## src/rtl/nxpc_pkg.sv

```systemverilog
package nxpc_pkg;

    typedef enum logic [2:0] {
        CLS_SEQ           = 3'd0,
        CLS_JUMP          = 3'd1,
        CLS_CALL          = 3'd2,
        CLS_RET           = 3'd3,
        CLS_BRANCH        = 3'd4,
        CLS_BRANCH_SIGNED = 3'd5,
        CLS_SKIP          = 3'd6,
        CLS_RSVD          = 3'd7
    } nxpc_class_e;

    // status flag positions the signed condition depends on
    localparam int FLAG_NEG = 2;
    localparam int FLAG_OVF = 3;

    localparam int CYC_W = 3;

    localparam logic [CYC_W-1:0] CYC_ONE   = 3'd1;
    localparam logic [CYC_W-1:0] CYC_JUMP  = 3'd2;
    localparam logic [CYC_W-1:0] CYC_CALL  = 3'd3;
    localparam logic [CYC_W-1:0] CYC_RET   = 3'd4;
    localparam logic [CYC_W-1:0] CYC_TAKEN = 3'd2;

endpackage

```

## src/rtl/nxpc_disp_add.sv

```systemverilog
// Relative target: pc + sign-extended displacement + 1, wrapped to PC_W bits.
module nxpc_disp_add #(
    parameter int PC_W   = 10,
    parameter int DISP_W = 12
) (
    input  logic [PC_W-1:0]   pc,
    input  logic [DISP_W-1:0] disp,
    output logic [PC_W-1:0]   target
);
    localparam int SUM_W = ((PC_W > DISP_W) ? PC_W : DISP_W) + 1;

    logic signed [SUM_W-1:0] disp_ext;
    logic        [SUM_W-1:0] sum;

    always_comb begin
        disp_ext = SUM_W'($signed(disp));
        sum      = SUM_W'(pc) + disp_ext + SUM_W'(1);
        target   = sum[PC_W-1:0];
    end
endmodule

```

## src/rtl/nxpc_cond.sv

```systemverilog
// Branch condition: either one selected status bit or negative XOR overflow.
module nxpc_cond
    import nxpc_pkg::*;
#(
    parameter  int FLAG_W = 8,
    localparam int SEL_W  = $clog2(FLAG_W)
) (
    input  logic [FLAG_W-1:0] sreg,
    input  logic [SEL_W-1:0]  sel,
    input  logic              polarity,
    input  logic              signed_mode,
    output logic              taken
);
    logic tested;

    always_comb begin
        if (signed_mode) begin
            tested = sreg[FLAG_NEG] ^ sreg[FLAG_OVF];
        end else begin
            tested = sreg[sel];
        end
        taken = (tested == polarity);
    end
endmodule

```

## src/rtl/nxpc_skip.sv

```systemverilog
// Skip distance and cost: over nothing, a one-word or a two-word instruction.
module nxpc_skip
    import nxpc_pkg::*;
(
    input  logic             hit,
    input  logic             next_long,
    output logic [1:0]       step,
    output logic [CYC_W-1:0] cycles
);
    always_comb begin
        if (!hit) begin
            step   = 2'd1;
            cycles = 3'd1;
        end else if (next_long) begin
            step   = 2'd3;
            cycles = 3'd3;
        end else begin
            step   = 2'd2;
            cycles = 3'd2;
        end
    end
endmodule

```

## src/rtl/nxpc_unit.sv

```systemverilog
module nxpc_unit
    import nxpc_pkg::*;
#(
    parameter  int PC_W         = 10,
    parameter  int LONG_DISP_W  = 12,
    parameter  int SHORT_DISP_W = 7,
    parameter  int FLAG_W       = 8,
    localparam int SEL_W        = $clog2(FLAG_W)
) (
    input  logic                   clk,
    input  logic                   rst_n,
    input  logic                   in_valid,
    input  logic [2:0]             in_class,
    input  logic [PC_W-1:0]        in_pc,
    input  logic [LONG_DISP_W-1:0] in_disp,
    input  logic [PC_W-1:0]        in_ret_pc,
    input  logic [SEL_W-1:0]       in_bit_sel,
    input  logic                   in_polarity,
    input  logic [FLAG_W-1:0]      in_sreg,
    input  logic                   in_skip_hit,
    input  logic                   in_next_long,
    output logic                   out_valid,
    output logic [PC_W-1:0]        out_pc,
    output logic [CYC_W-1:0]       out_cycles
);
    typedef struct packed {
        logic             valid;
        logic [PC_W-1:0]  pc;
        logic [CYC_W-1:0] cyc;
    } nxpc_state_t;

    nxpc_state_t st_d, st_q;

    nxpc_class_e      cls;
    logic [PC_W-1:0]  long_tgt;
    logic [PC_W-1:0]  short_tgt;
    logic [PC_W-1:0]  seq_pc;
    logic [PC_W-1:0]  skip_pc;
    logic             br_taken;
    logic [1:0]       skip_step;
    logic [CYC_W-1:0] skip_cyc;

    assign cls = nxpc_class_e'(in_class);

    nxpc_disp_add #(.PC_W(PC_W), .DISP_W(LONG_DISP_W)) u_long_add (
        .pc     (in_pc),
        .disp   (in_disp),
        .target (long_tgt)
    );

    nxpc_disp_add #(.PC_W(PC_W), .DISP_W(SHORT_DISP_W)) u_short_add (
        .pc     (in_pc),
        .disp   (in_disp[SHORT_DISP_W-1:0]),
        .target (short_tgt)
    );

    nxpc_cond #(.FLAG_W(FLAG_W)) u_cond (
        .sreg        (in_sreg),
        .sel         (in_bit_sel),
        .polarity    (in_polarity),
        .signed_mode (cls == CLS_BRANCH_SIGNED),
        .taken       (br_taken)
    );

    nxpc_skip u_skip (
        .hit       (in_skip_hit),
        .next_long (in_next_long),
        .step      (skip_step),
        .cycles    (skip_cyc)
    );

    always_comb begin
        seq_pc  = in_pc + PC_W'(1);
        skip_pc = in_pc + PC_W'(skip_step);

        st_d       = st_q;
        st_d.valid = in_valid;
        if (in_valid) begin
            unique case (cls)
                CLS_JUMP: begin
                    st_d.pc  = long_tgt;
                    st_d.cyc = CYC_JUMP;
                end
                CLS_CALL: begin
                    st_d.pc  = long_tgt;
                    st_d.cyc = CYC_CALL;
                end
                CLS_RET: begin
                    st_d.pc  = in_ret_pc;
                    st_d.cyc = CYC_RET;
                end
                CLS_BRANCH, CLS_BRANCH_SIGNED: begin
                    st_d.pc  = br_taken ? short_tgt : seq_pc;
                    st_d.cyc = br_taken ? CYC_TAKEN : CYC_ONE;
                end
                CLS_SKIP: begin
                    st_d.pc  = skip_pc;
                    st_d.cyc = skip_cyc;
                end
                default: begin
                    st_d.pc  = seq_pc;
                    st_d.cyc = CYC_ONE;
                end
            endcase
        end
    end

    always_ff @(posedge clk or negedge rst_n) begin
        if (!rst_n) begin
            st_q <= '0;
        end else begin
            st_q <= st_d;
        end
    end

    assign out_valid  = st_q.valid;
    assign out_pc     = st_q.pc;
    assign out_cycles = st_q.cyc;

    // ---------------- assertions ----------------
    assert_valid_rise_R2: assert property (@(posedge clk) disable iff (!rst_n)
        in_valid |=> out_valid);

    assert_valid_idle_R2: assert property (@(posedge clk) disable iff (!rst_n)
        !in_valid |=> !out_valid);

    assert_seq_step_R3: assert property (@(posedge clk) disable iff (!rst_n)
        (in_valid && (in_class == 3'd0 || in_class == 3'd7))
        |=> (out_pc == $past(in_pc) + PC_W'(1)) && (out_cycles == 3'd1));

    assert_jump_cost_R4: assert property (@(posedge clk) disable iff (!rst_n)
        (in_valid && in_class == 3'd1) |=> out_cycles == 3'd2);

    assert_call_cost_R5: assert property (@(posedge clk) disable iff (!rst_n)
        (in_valid && in_class == 3'd2) |=> out_cycles == 3'd3);

    assert_ret_addr_R6: assert property (@(posedge clk) disable iff (!rst_n)
        (in_valid && in_class == 3'd3)
        |=> (out_pc == $past(in_ret_pc)) && (out_cycles == 3'd4));

    assert_branch_cost_R7: assert property (@(posedge clk) disable iff (!rst_n)
        (in_valid && (in_class == 3'd4 || in_class == 3'd5))
        |=> (out_cycles == 3'd1 || out_cycles == 3'd2));

    assert_branch_fall_R7: assert property (@(posedge clk) disable iff (!rst_n)
        (in_valid && (in_class == 3'd4 || in_class == 3'd5))
        |=> (out_cycles == 3'd1) -> (out_pc == $past(in_pc) + PC_W'(1)));

    assert_skip_miss_R9: assert property (@(posedge clk) disable iff (!rst_n)
        (in_valid && in_class == 3'd6 && !in_skip_hit)
        |=> (out_pc == $past(in_pc) + PC_W'(1)) && (out_cycles == 3'd1));

    assert_skip_cost_R9: assert property (@(posedge clk) disable iff (!rst_n)
        (in_valid && in_class == 3'd6 && in_skip_hit)
        |=> out_cycles == (in_next_long ? 3'd3 : 3'd2) || $past(in_next_long) == (out_cycles == 3'd3));

endmodule

```

## config.mk

```make
export PLATFORM = sky130hd
export DESIGN_NAME = nxpc_unit
export DESIGN_NICKNAME = d
export VERILOG_FILES = /design/src/rtl/nxpc_pkg.sv /design/src/rtl/nxpc_disp_add.sv /design/src/rtl/nxpc_cond.sv /design/src/rtl/nxpc_skip.sv /design/src/rtl/nxpc_unit.sv
export SDC_FILE = /design/constraint.sdc
export NUM_CORES = 1
export LEC_CHECK = 0
export BUFFER_PORTS_ARGS = -buffer_cell sky130_fd_sc_hd__buf_2
export CAP_MARGIN = 5
export CORE_MARGIN = 8
export CORE_UTILIZATION = 52
export CTS_BUF_LIST = sky130_fd_sc_hd__clkbuf_4
export CTS_CLUSTER_DIAMETER = 40
export DETAILED_ROUTE_END_ITERATION = 7
export PLACE_DENSITY = 0.92
export SLEW_MARGIN = 20
export SYNTH_ARGS = -nofsm -noshare
export SYNTH_HDL_FRONTEND = slang
export SYNTH_SLANG_ARGS = --single-unit
```

## constraint.sdc

```tcl
create_clock -name clk -period 0.9 [get_ports clk]
set_input_delay 0.09 -clock clk [delete_from_list [all_inputs] [get_ports clk]]
set_output_delay 0.09 -clock clk [all_outputs]
set_load 0.02 [all_outputs]
```

# Word-level counts from Yosys, hierarchy flattened
# Index checks and enable logic that the tools add are counted.
# totals
register_bits	14
word_cells	29
# classes
addsub	6
magnitude_cmp	1
n_eq_ne	7
muxes	10
n_bitwise	1
n_reduce_logical	1
# op_table
cell	count
$pmux 13 s5	1
$add 10x1->10 const B	3
$add 10x10->10	2
$add 10x2->10	1
$mux 10	1
$eq 3x3->1 const B	3
$eq 3x2->1 const B	2
$lt 3x4->1 const B	1
$mux 1	4
$mux 2	2
$bmux 1 s3	1
$eq 3x1->1 const B	1
$mux 3	1
$reduce_or 2->1	1
$eq 1x1->1	1
$xor 1x1->1	1

# Longest topological paths before layout
# Gate-level depths: netlist of run 1.
# depth
ltp_word	6
ltp_mapped	10

# By module
# From an unflattened synthesis of run 1, not the netlist that was laid out.
# hier_totals
cells_unflattened	274
area_unflattened_um2	2214.6
# modules_own_cells
mod	instances	cells_per_inst	area_each_um2	seq_area_each_um2
nxpc_unit	1	152	1295.0	350.3
nxpc_disp_add	2	53	390.4	0.0
nxpc_cond	1	10	98.8	0.0
nxpc_skip	1	6	40.0	0.0

# Worst setup path before layout of run 1
# No wires, ideal clock.
# synth_path
path_kind	input port to flip-flop
from	in in_pc[0]
to	reg st_q (netlist bit out_pc[8])
setup_ps	132
t_arrival_ps	1727
t_required_ps	768
path_slack_ps	-959
stages	10
path_buffers	0
cell_sequence	inv_1 > ha_1 > inv_1 > fa_1 > nand3_1 > a31oi_1 > a311oi_1 > xnor2_1 > a221oi_1 > a21oi_1
# synth_between
elab_chain_len	4
elab_cells_between_ends	8
classes_between	add/sub: 6; mux: 2
# synth_rtl
element	line	text
start, declared	nxpc_unit.sv:14	input logic [PC_W-1:0] in_pc,
$add 10x10->10	nxpc_disp_add.sv:17	sum = SUM_W'(pc) + disp_ext + SUM_W'(1);
$add 10x1->10	nxpc_disp_add.sv:17	
$mux 10	nxpc_unit.sv:93	st_d.pc = br_taken ? short_tgt : seq_pc;
$pmux 13 s5 *	nxpc_unit.sv:79	unique case (cls)
end signal, assigned	nxpc_unit.sv:112	st_q <= st_d;
end, declared	nxpc_unit.sv:32	nxpc_state_t st_d, st_q;
# Mark *: on every way between the ends. The rest lies on a longest branch, timed or not.
# A chain may end at the register's enable or synchronous reset.

# Final worst setup path of run 1
# layout_path
from	in in_sreg[7]
to	reg st_q (netlist bit out_pc[7])
# layout_between
elab_chain_len	6
# layout_rtl
element	line	text
start, declared	nxpc_unit.sv:19	input logic [FLAG_W-1:0] in_sreg,
$bmux 1 s3	nxpc_cond.sv:20	tested = sreg[sel];
$mux 1 (not written as such)	nxpc_cond.sv:20	
$mux 1	nxpc_cond.sv:17	if (signed_mode) begin
$eq 1x1->1	nxpc_cond.sv:22	taken = (tested == polarity);
$mux 10	nxpc_unit.sv:93	
$pmux 13 s5	nxpc_unit.sv:79	
# Every way passes these cells. The select of a mux whose other input is x is not followed.

==> impl_metrics.csv, run 1 <==
group,metric,value,unit
drt,totalWireLength,8990,um
critical_path,critPathMaxStageDelay,510,ps
drt,detailedRoute.firstIterationViolations,276,
critical_path,crit_type,"in -> reg",
critical_path,cp.depth,7,
timing,final_hold_vio_count,0,
timing,tightestPinTransition,459,ps
critical_path,rrSetupSlack,-30,ps
critical_path,crit_path_start_kind,"primary input",
clocking,clkSlewWorstSetupHoldPaths,130,ps
timing,setup_slack,-721,ps
placed_design,gp_congestion,1.01,
power,cellInternalPower,1.91,mW
timing,fmax,0.617,GHz
floorplan,die_w,76.4,um
synthesis,synth_sequential_area_ratio,18.5,%
power,total_switching_power,1.44,mW
final_layout,nets,439,
clocking,cts_max_path_buffers,2,
final_layout,area.growth.synth_to_final,66.0,%
synthesis,cell_types_occupying_the_most_area_after_synthesis,"dfrtp_1 18%, ha_1 9.2%, xnor2_1 6.5%",
timing,final-max-slew-violation-count,0,
synthesis,synth_simple_gate_area_share,21.4,%
global_route,grt_first_pass_wirelength,13900,um
timing,post-route-min-period,1620,ps
status,violations,"negative setup slack",
timing,grt_setup_unrepaired,"yes",
synthesis,mapped_area,1900,um^2
timing,min_period_over_period,180,%
synthesis,synth-compound-area-share,26.9,%
global_route,grt-ovfl-total,0,
global_route,grt_antenna_before_repair,0,
floorplan,area_of_the_die,5840,um^2
critical_path,cp_num_buf_inv,1,
final_layout,layout-drive-gt1-share,49.2,%
floorplan,pin_count,66,
critical_path,r2r_cells,3,
drt,detail_route.first_pass.iterations,5,
synthesis,synth_register_bits,14,
job,max_cap_violations,0,
status,run_status,"complete, but fails checks",
power,leakagePower,1.44,nW
synthesis,post-synth-top-area-fraction,18.5,%
floorplan,floorplan.initialDensity,53.0,%
global_route,largest_net_degree_at_the_start_of_global_routing,15,
placed_design,place_inst,406,
floorplan,core_area,3580,um^2
final_layout,layout.cells.non_filler,418,
power,power.switching_fraction,42.9,%
synthesis,synth_ff_type,"dfrtp_1",
synthesis,netlist.top_cell.by_area,"dfrtp_1",
synthesis,post_synth_fa_ha_maj_area_fraction,11.3,%
synthesis,synth.distinct_cells,52,
timing,final.setup.tns,-8540,ps
synthesis,synth-edff-count,0,
critical_path,path_cells,"buf_2, mux4_2, mux2i_2, mux2i_1, nand2_2, a221oi_2, a21oi_1",
placed_design,detailed_place_hpwl,6090,um
clocking,cts_tree,"built",
clocking,clk_root_buffer_cell,"clkbuf_4",
final_layout,layout.filler_cells,192,
timing,timing.clock.skew,0,ps
floorplan,die_height,76.4,um
critical_path,critical_path.top_delay_family,"multiplexers",
synthesis,yosys.area_share.xor_xnor,11.8,%
final_layout,most_frequent_standard_cell_in_the_layout_excluding_fill_and_tap_cells,"buf_4",
synthesis,post_synth_mux_area_share,6.92,%
timing,worst_slew_margin_relative_to_its_limit,69.2,%
drt,viasPerCell,6.48,
hold_path,timing.hold.worst_path_depth,2,
clocking,cts_inserted_buffers,3,
clocking,tritoncts_num_sinks,14,
drt,remaining_drc_errors,0,
power,share_seq_of_total_power,24.3,%
placed_design,portbufs,63,
drt,routed_wirelength_normalized_by_instance_count,21.5,um
synthesis,synth_fp_nets,305,
placed_design,dpl_worst_slack,-1080,ps
synthesis,async_flop_share,100,%
power,totalPowerFinal,3.35,mW
final_layout,antennaDiodeCount,0,
clocking,cts_htree_levels,1,
critical_path,worst_path_max_delay_cell,"mux4_2",
critical_path,timing.critical_path.to_type,"flip-flop",
critical_path,worst_ep_arrival_time,1800,ps
global_route,gr-usage-all-layers,29.0,%
synthesis,combinational_family_with_the_most_area_after_synthesis,"compound AO/OA/AOI/OAI gates",
power,power.combinational.fraction,62.3,%
timing,setup_viol,26,
critical_path,path_max_fanout,2,
drt,vias,2707,
synthesis,post_synth_inst_count,237,
synthesis,yosys_warnings,0,
hold_path,hold_class,"in -> reg",
final_layout,most-common-layout-cells,"71 x buf_4, 44 x buf_2, 21 x nand2_1, 19 x buf_6, 18 x a21oi_1",
power,clock_network_fraction_of_total_power,13.5,%
clocking,clkLatencyLatePin,290,ps
synthesis,post_synth.cell_area_avg,8.01,um^2
global_route,via_count_of_the_first_global_routing_pass,2856,
power,ir_drop,675,uV
power,pwr_density_cell,1060,nW/um^2
critical_path,timing.critical_path.required,1080,ps
floorplan,floorplan.rows,22,
drt,drt.antenna.violating_nets,0,
## sequential cells by signal, summed over array words and instances (netlist names)
register and flops:
out_pc 10, out_cycles 3, out_valid 1
## per-layer routing
| metal | routed length [um] | GRT usage [%] | up-vias |
|---|---|---|---|
| met1 | 3280 | 31.3 | 1261 |
| met5 | 0 | 0 | - |
| li1 | - | - | 1159 |
| met2 | 4330 | 49.5 | 218 |
| met3 | 753 | 5.31 | 69 |
| met4 | 626 | 21.2 | 0 |
## worst paths after layout
path | start | end
min | in_valid | out_valid
max | in_sreg[7] | out_pc[7]
max in group asynchronous | rst_n | out_pc[9]
min reg2reg | out_cycles[2] | out_cycles[2]
max reg2reg | out_pc[9] | out_pc[9]
min in group asynchronous | rst_n | out_pc[2]
## synth_stat cells, types with 2 or more instances
| cell | count |
|---|---|
| nand2_1 | 22 |
| a21oi_1 | 21 |
| nand3_1 | 16 |
| dfrtp_1 | 14 |
| ha_1 | 14 |
| nor2_1 | 14 |
| xnor2_1 | 14 |
| o21ai_0 | 11 |
| xor2_1 | 9 |
| nor3_1 | 8 |
| clkbuf_1 | 7 |
| inv_1 | 7 |
| a31oi_1 | 5 |
| and3_1 | 5 |
| nor2b_1 | 5 |
| o22ai_1 | 5 |
| a221oi_1 | 4 |
| o211ai_1 | 4 |
| o21a_1 | 4 |
| or3_1 | 4 |
| a21o_1 | 3 |
| mux2i_1 | 3 |
| nand2b_1 | 3 |
| o21ai_1 | 3 |
| a211oi_1 | 2 |
| fa_1 | 2 |
| mux4_1 | 2 |
| nand4_1 | 2 |
## metrics by stage
stage	hold slack, ps	util (%)	cell area, um^2
global route	114	88.0	3150
global placement	7.82	78.4	2810
detailed placement	14.2	78.4	2810
finish	117	88.0	3150
floorplan	-206	-	1950
CTS	123	87.1	3120
## kinds of logic after synthesis
group	after synthesis
flops	14
buf+inv	16
xor+xnor	24
mux	8
compound gates	76
simple gates	83
fa+ha+maj	16
## timing repair
action,in CTS,in global routing
hold buffers,1,0
setup endpoints to repair,27,26
buffers inserted,7,2
gates resized for setup,55,8
hold endpoints to repair,14,0
pin swaps,19,9
## area by class of cell
class | instances | area [um^2] | area share (%)
Clock buffer | 3 | 22.5 | 0.715
Clock inverter | 1 | 3.75 | 0.119
Inverter | 8 | 35.0 | 1.11
Multi-Input combinational cell | 207 | 1670 | 52.9
Sequential cell | 14 | 350 | 11.1
Tap cell | 48 | 60.1 | 1.91
Timing Repair Buffer | 137 | 1010 | 32.1
## power by group through the flow
stage                     Sequential (mW)  Combinational [mW]  Clock [mW]
after floorplan                     0.910               0.795           0
after global placement              0.785                1.60           0
after detailed placement            0.794                1.68           0
after CTS                           0.805                1.94       0.411
after global routing                0.818                2.18       0.464
final                               0.812                2.08       0.451
Power figures use the tool's default switching activity.
==> run 2: changes to the inputs <==
--- a/config.mk
+++ b/config.mk
@@ -13,6 +13,7 @@
 export CTS_CLUSTER_DIAMETER = 40
 export DETAILED_ROUTE_END_ITERATION = 7
 export PLACE_DENSITY = 0.92
+export RECOVER_POWER = 100
 export SLEW_MARGIN = 20
 export SYNTH_ARGS = -nofsm -noshare
 export SYNTH_HDL_FRONTEND = slang
==> run 2 against run 1 <==
The flow finishes with violations (design-rule violations, negative setup slack). Worst hold slack improved by 80 ps. Critical endpoint is now out_pc[0]. Die area did not move. Design area fell by 0.12%. Sequential cell count did not move. Global-route usage did not move.
==> impl_metrics.csv, run 2 (same netlist as run 1, synthesis figures left out) <==
group,metric,value,unit
timing,fmax,0.612,GHz
final_layout,layout-drive-gt1-share,48.9,%
final_layout,layout.cells.non_filler,418,
timing,timing.clock.skew,0,ps
global_route,grt_antenna_before_repair,0,
timing,final_hold_vio_count,0,
critical_path,crit_path_start_kind,"primary input",
global_route,gr-usage-all-layers,29.0,%
clocking,clkLatencyLatePin,290,ps
clocking,cts_tree,"built",
drt,detailedRoute.firstIterationViolations,274,
final_layout,postLayoutCoreUtil,87.9,%
final_layout,nets,439,
power,leakagePower,1.44,nW
clocking,cts_htree_levels,1,
timing,grt_setup_unrepaired,"yes",
critical_path,crit_type,"in -> reg",
status,run_status,"complete, but fails checks",
drt,remaining_drc_errors,2,
power,pwr_density_cell,1060,nW/um^2
final_layout,area.growth.synth_to_final,65.8,%
floorplan,die_height,76.4,um
drt,viasPerCell,6.52,
drt,vias,2727,
clocking,clk_root_buffer_cell,"clkbuf_4",
timing,worst_slew_margin_relative_to_its_limit,69.0,%
global_route,grt-ovfl-total,0,
timing,min_period_over_period,182,%
timing,tightestPinTransition,461,ps
timing,final-max-slew-violation-count,0,
global_route,grt_first_pass_wirelength,13900,um
final_layout,most-common-layout-cells,"70 x buf_4, 42 x buf_2, 21 x nand2_1, 19 x buf_6, 18 x a21oi_1",
power,ir_drop,671,uV
clocking,tritoncts_num_sinks,14,
floorplan,area_of_the_die,5840,um^2
placed_design,gp_congestion,1.01,
final_layout,layout.filler_cells,192,
floorplan,core_area,3580,um^2
floorplan,floorplan.rows,22,
floorplan,die_w,76.4,um
timing,setup_viol,26,
critical_path,path_max_fanout,3,
placed_design,portbufs,63,
final_layout,most_frequent_standard_cell_in_the_layout_excluding_fill_and_tap_cells,"buf_4",
timing,post-route-min-period,1630,ps
floorplan,pin_count,66,
critical_path,timing.critical_path.required,1100,ps
placed_design,place_inst,406,
global_route,largest_net_degree_at_the_start_of_global_routing,15,
final_layout,max_reg_flops,10,
global_route,via_count_of_the_first_global_routing_pass,2856,
drt,detail_route.first_pass.iterations,8,
timing,setup_slack,-734,ps
job,max_cap_violations,0,
drt,routed_wirelength_normalized_by_instance_count,21.5,um
critical_path,rrSetupSlack,-50,ps
clocking,cts_max_path_buffers,2,
drt,drt.antenna.violating_nets,0,
final_layout,antennaDiodeCount,0,
placed_design,detailed_place_hpwl,6090,um
critical_path,worst_ep_arrival_time,1840,ps
power,totalPowerFinal,3.34,mW
floorplan,floorplan.initialDensity,53.0,%
hold_path,hold_class,"in -> reg",
clocking,cts_inserted_buffers,3,
clocking,clkSlewWorstSetupHoldPaths,120,ps
status,violations,"design-rule violations, negative setup slack",
drt,totalWireLength,9010,um
critical_path,timing.critical_path.to_type,"flip-flop",
## run 2: cell type report
type | instances | area (um^2) | share of cell area, %
clock buffers | 3 | 22.5 | 0.716
clock inverters | 1 | 3.75 | 0.119
inverters | 8 | 35.0 | 1.11
multi-input cells | 207 | 1670 | 53.0
flip-flops and latches | 14 | 350 | 11.1
well taps | 48 | 60.1 | 1.91
repair buffers | 137 | 1010 | 32.0
## run 2: power breakdown
part / internal, mW / switching, mW
Sequential: 0.726 / 0.0863
Clock: 0.162 / 0.283
Combinational: 1.02 / 1.06
Total: 1.91 / 1.43
## run 2: per-stage QoR
stage	TNS, ps	setup WS (ps)	hold slack [ps]	cell area (um^2)
floorplan	-8400	-750	-206	1950
global route	-9340	-771	192	3150
finish	-8620	-734	197	3150
global placement	-11060	-979	7.82	2810
detailed placement	-12080	-1080	14.2	2810
CTS	-7620	-664	123	3120
## run 2: final timing paths
check / depth (start not counted) / from / endpoint
max: 7 / in_sreg[7] / out_pc[0]
max in group asynchronous: 2 / rst_n / out_pc[9]
min in group asynchronous: 2 / rst_n / out_pc[3]
max reg2reg: 3 / out_pc[9] / out_pc[9]
min: 3 / in_class[2] / out_cycles[1]
min reg2reg: 1 / out_cycles[2] / out_cycles[2]
## run 2: timing repair
action	CTS	global route
setup endpoints to repair	27	26
setup buffers	7	2
hold buffers	1	0
endpoints found under the hold margin	14	0
pin swaps	19	9
resized for setup	55	8
## run 2: per-layer routing
layer	wire, um	vias to the layer above	track usage, %
met5	0	-	0
met4	588	0	21.2
li1	-	1157	-
met3	765	68	5.31
met1	3290	1269	31.3
met2	4370	233	49.5
## run 2: critical path: stages
cell       delay, ps
buf_2            110
mux4_2           520
mux2_4           310
a32oi_2          210
nand2_2          160
a221oi_2         340
o2bb2ai_1         90
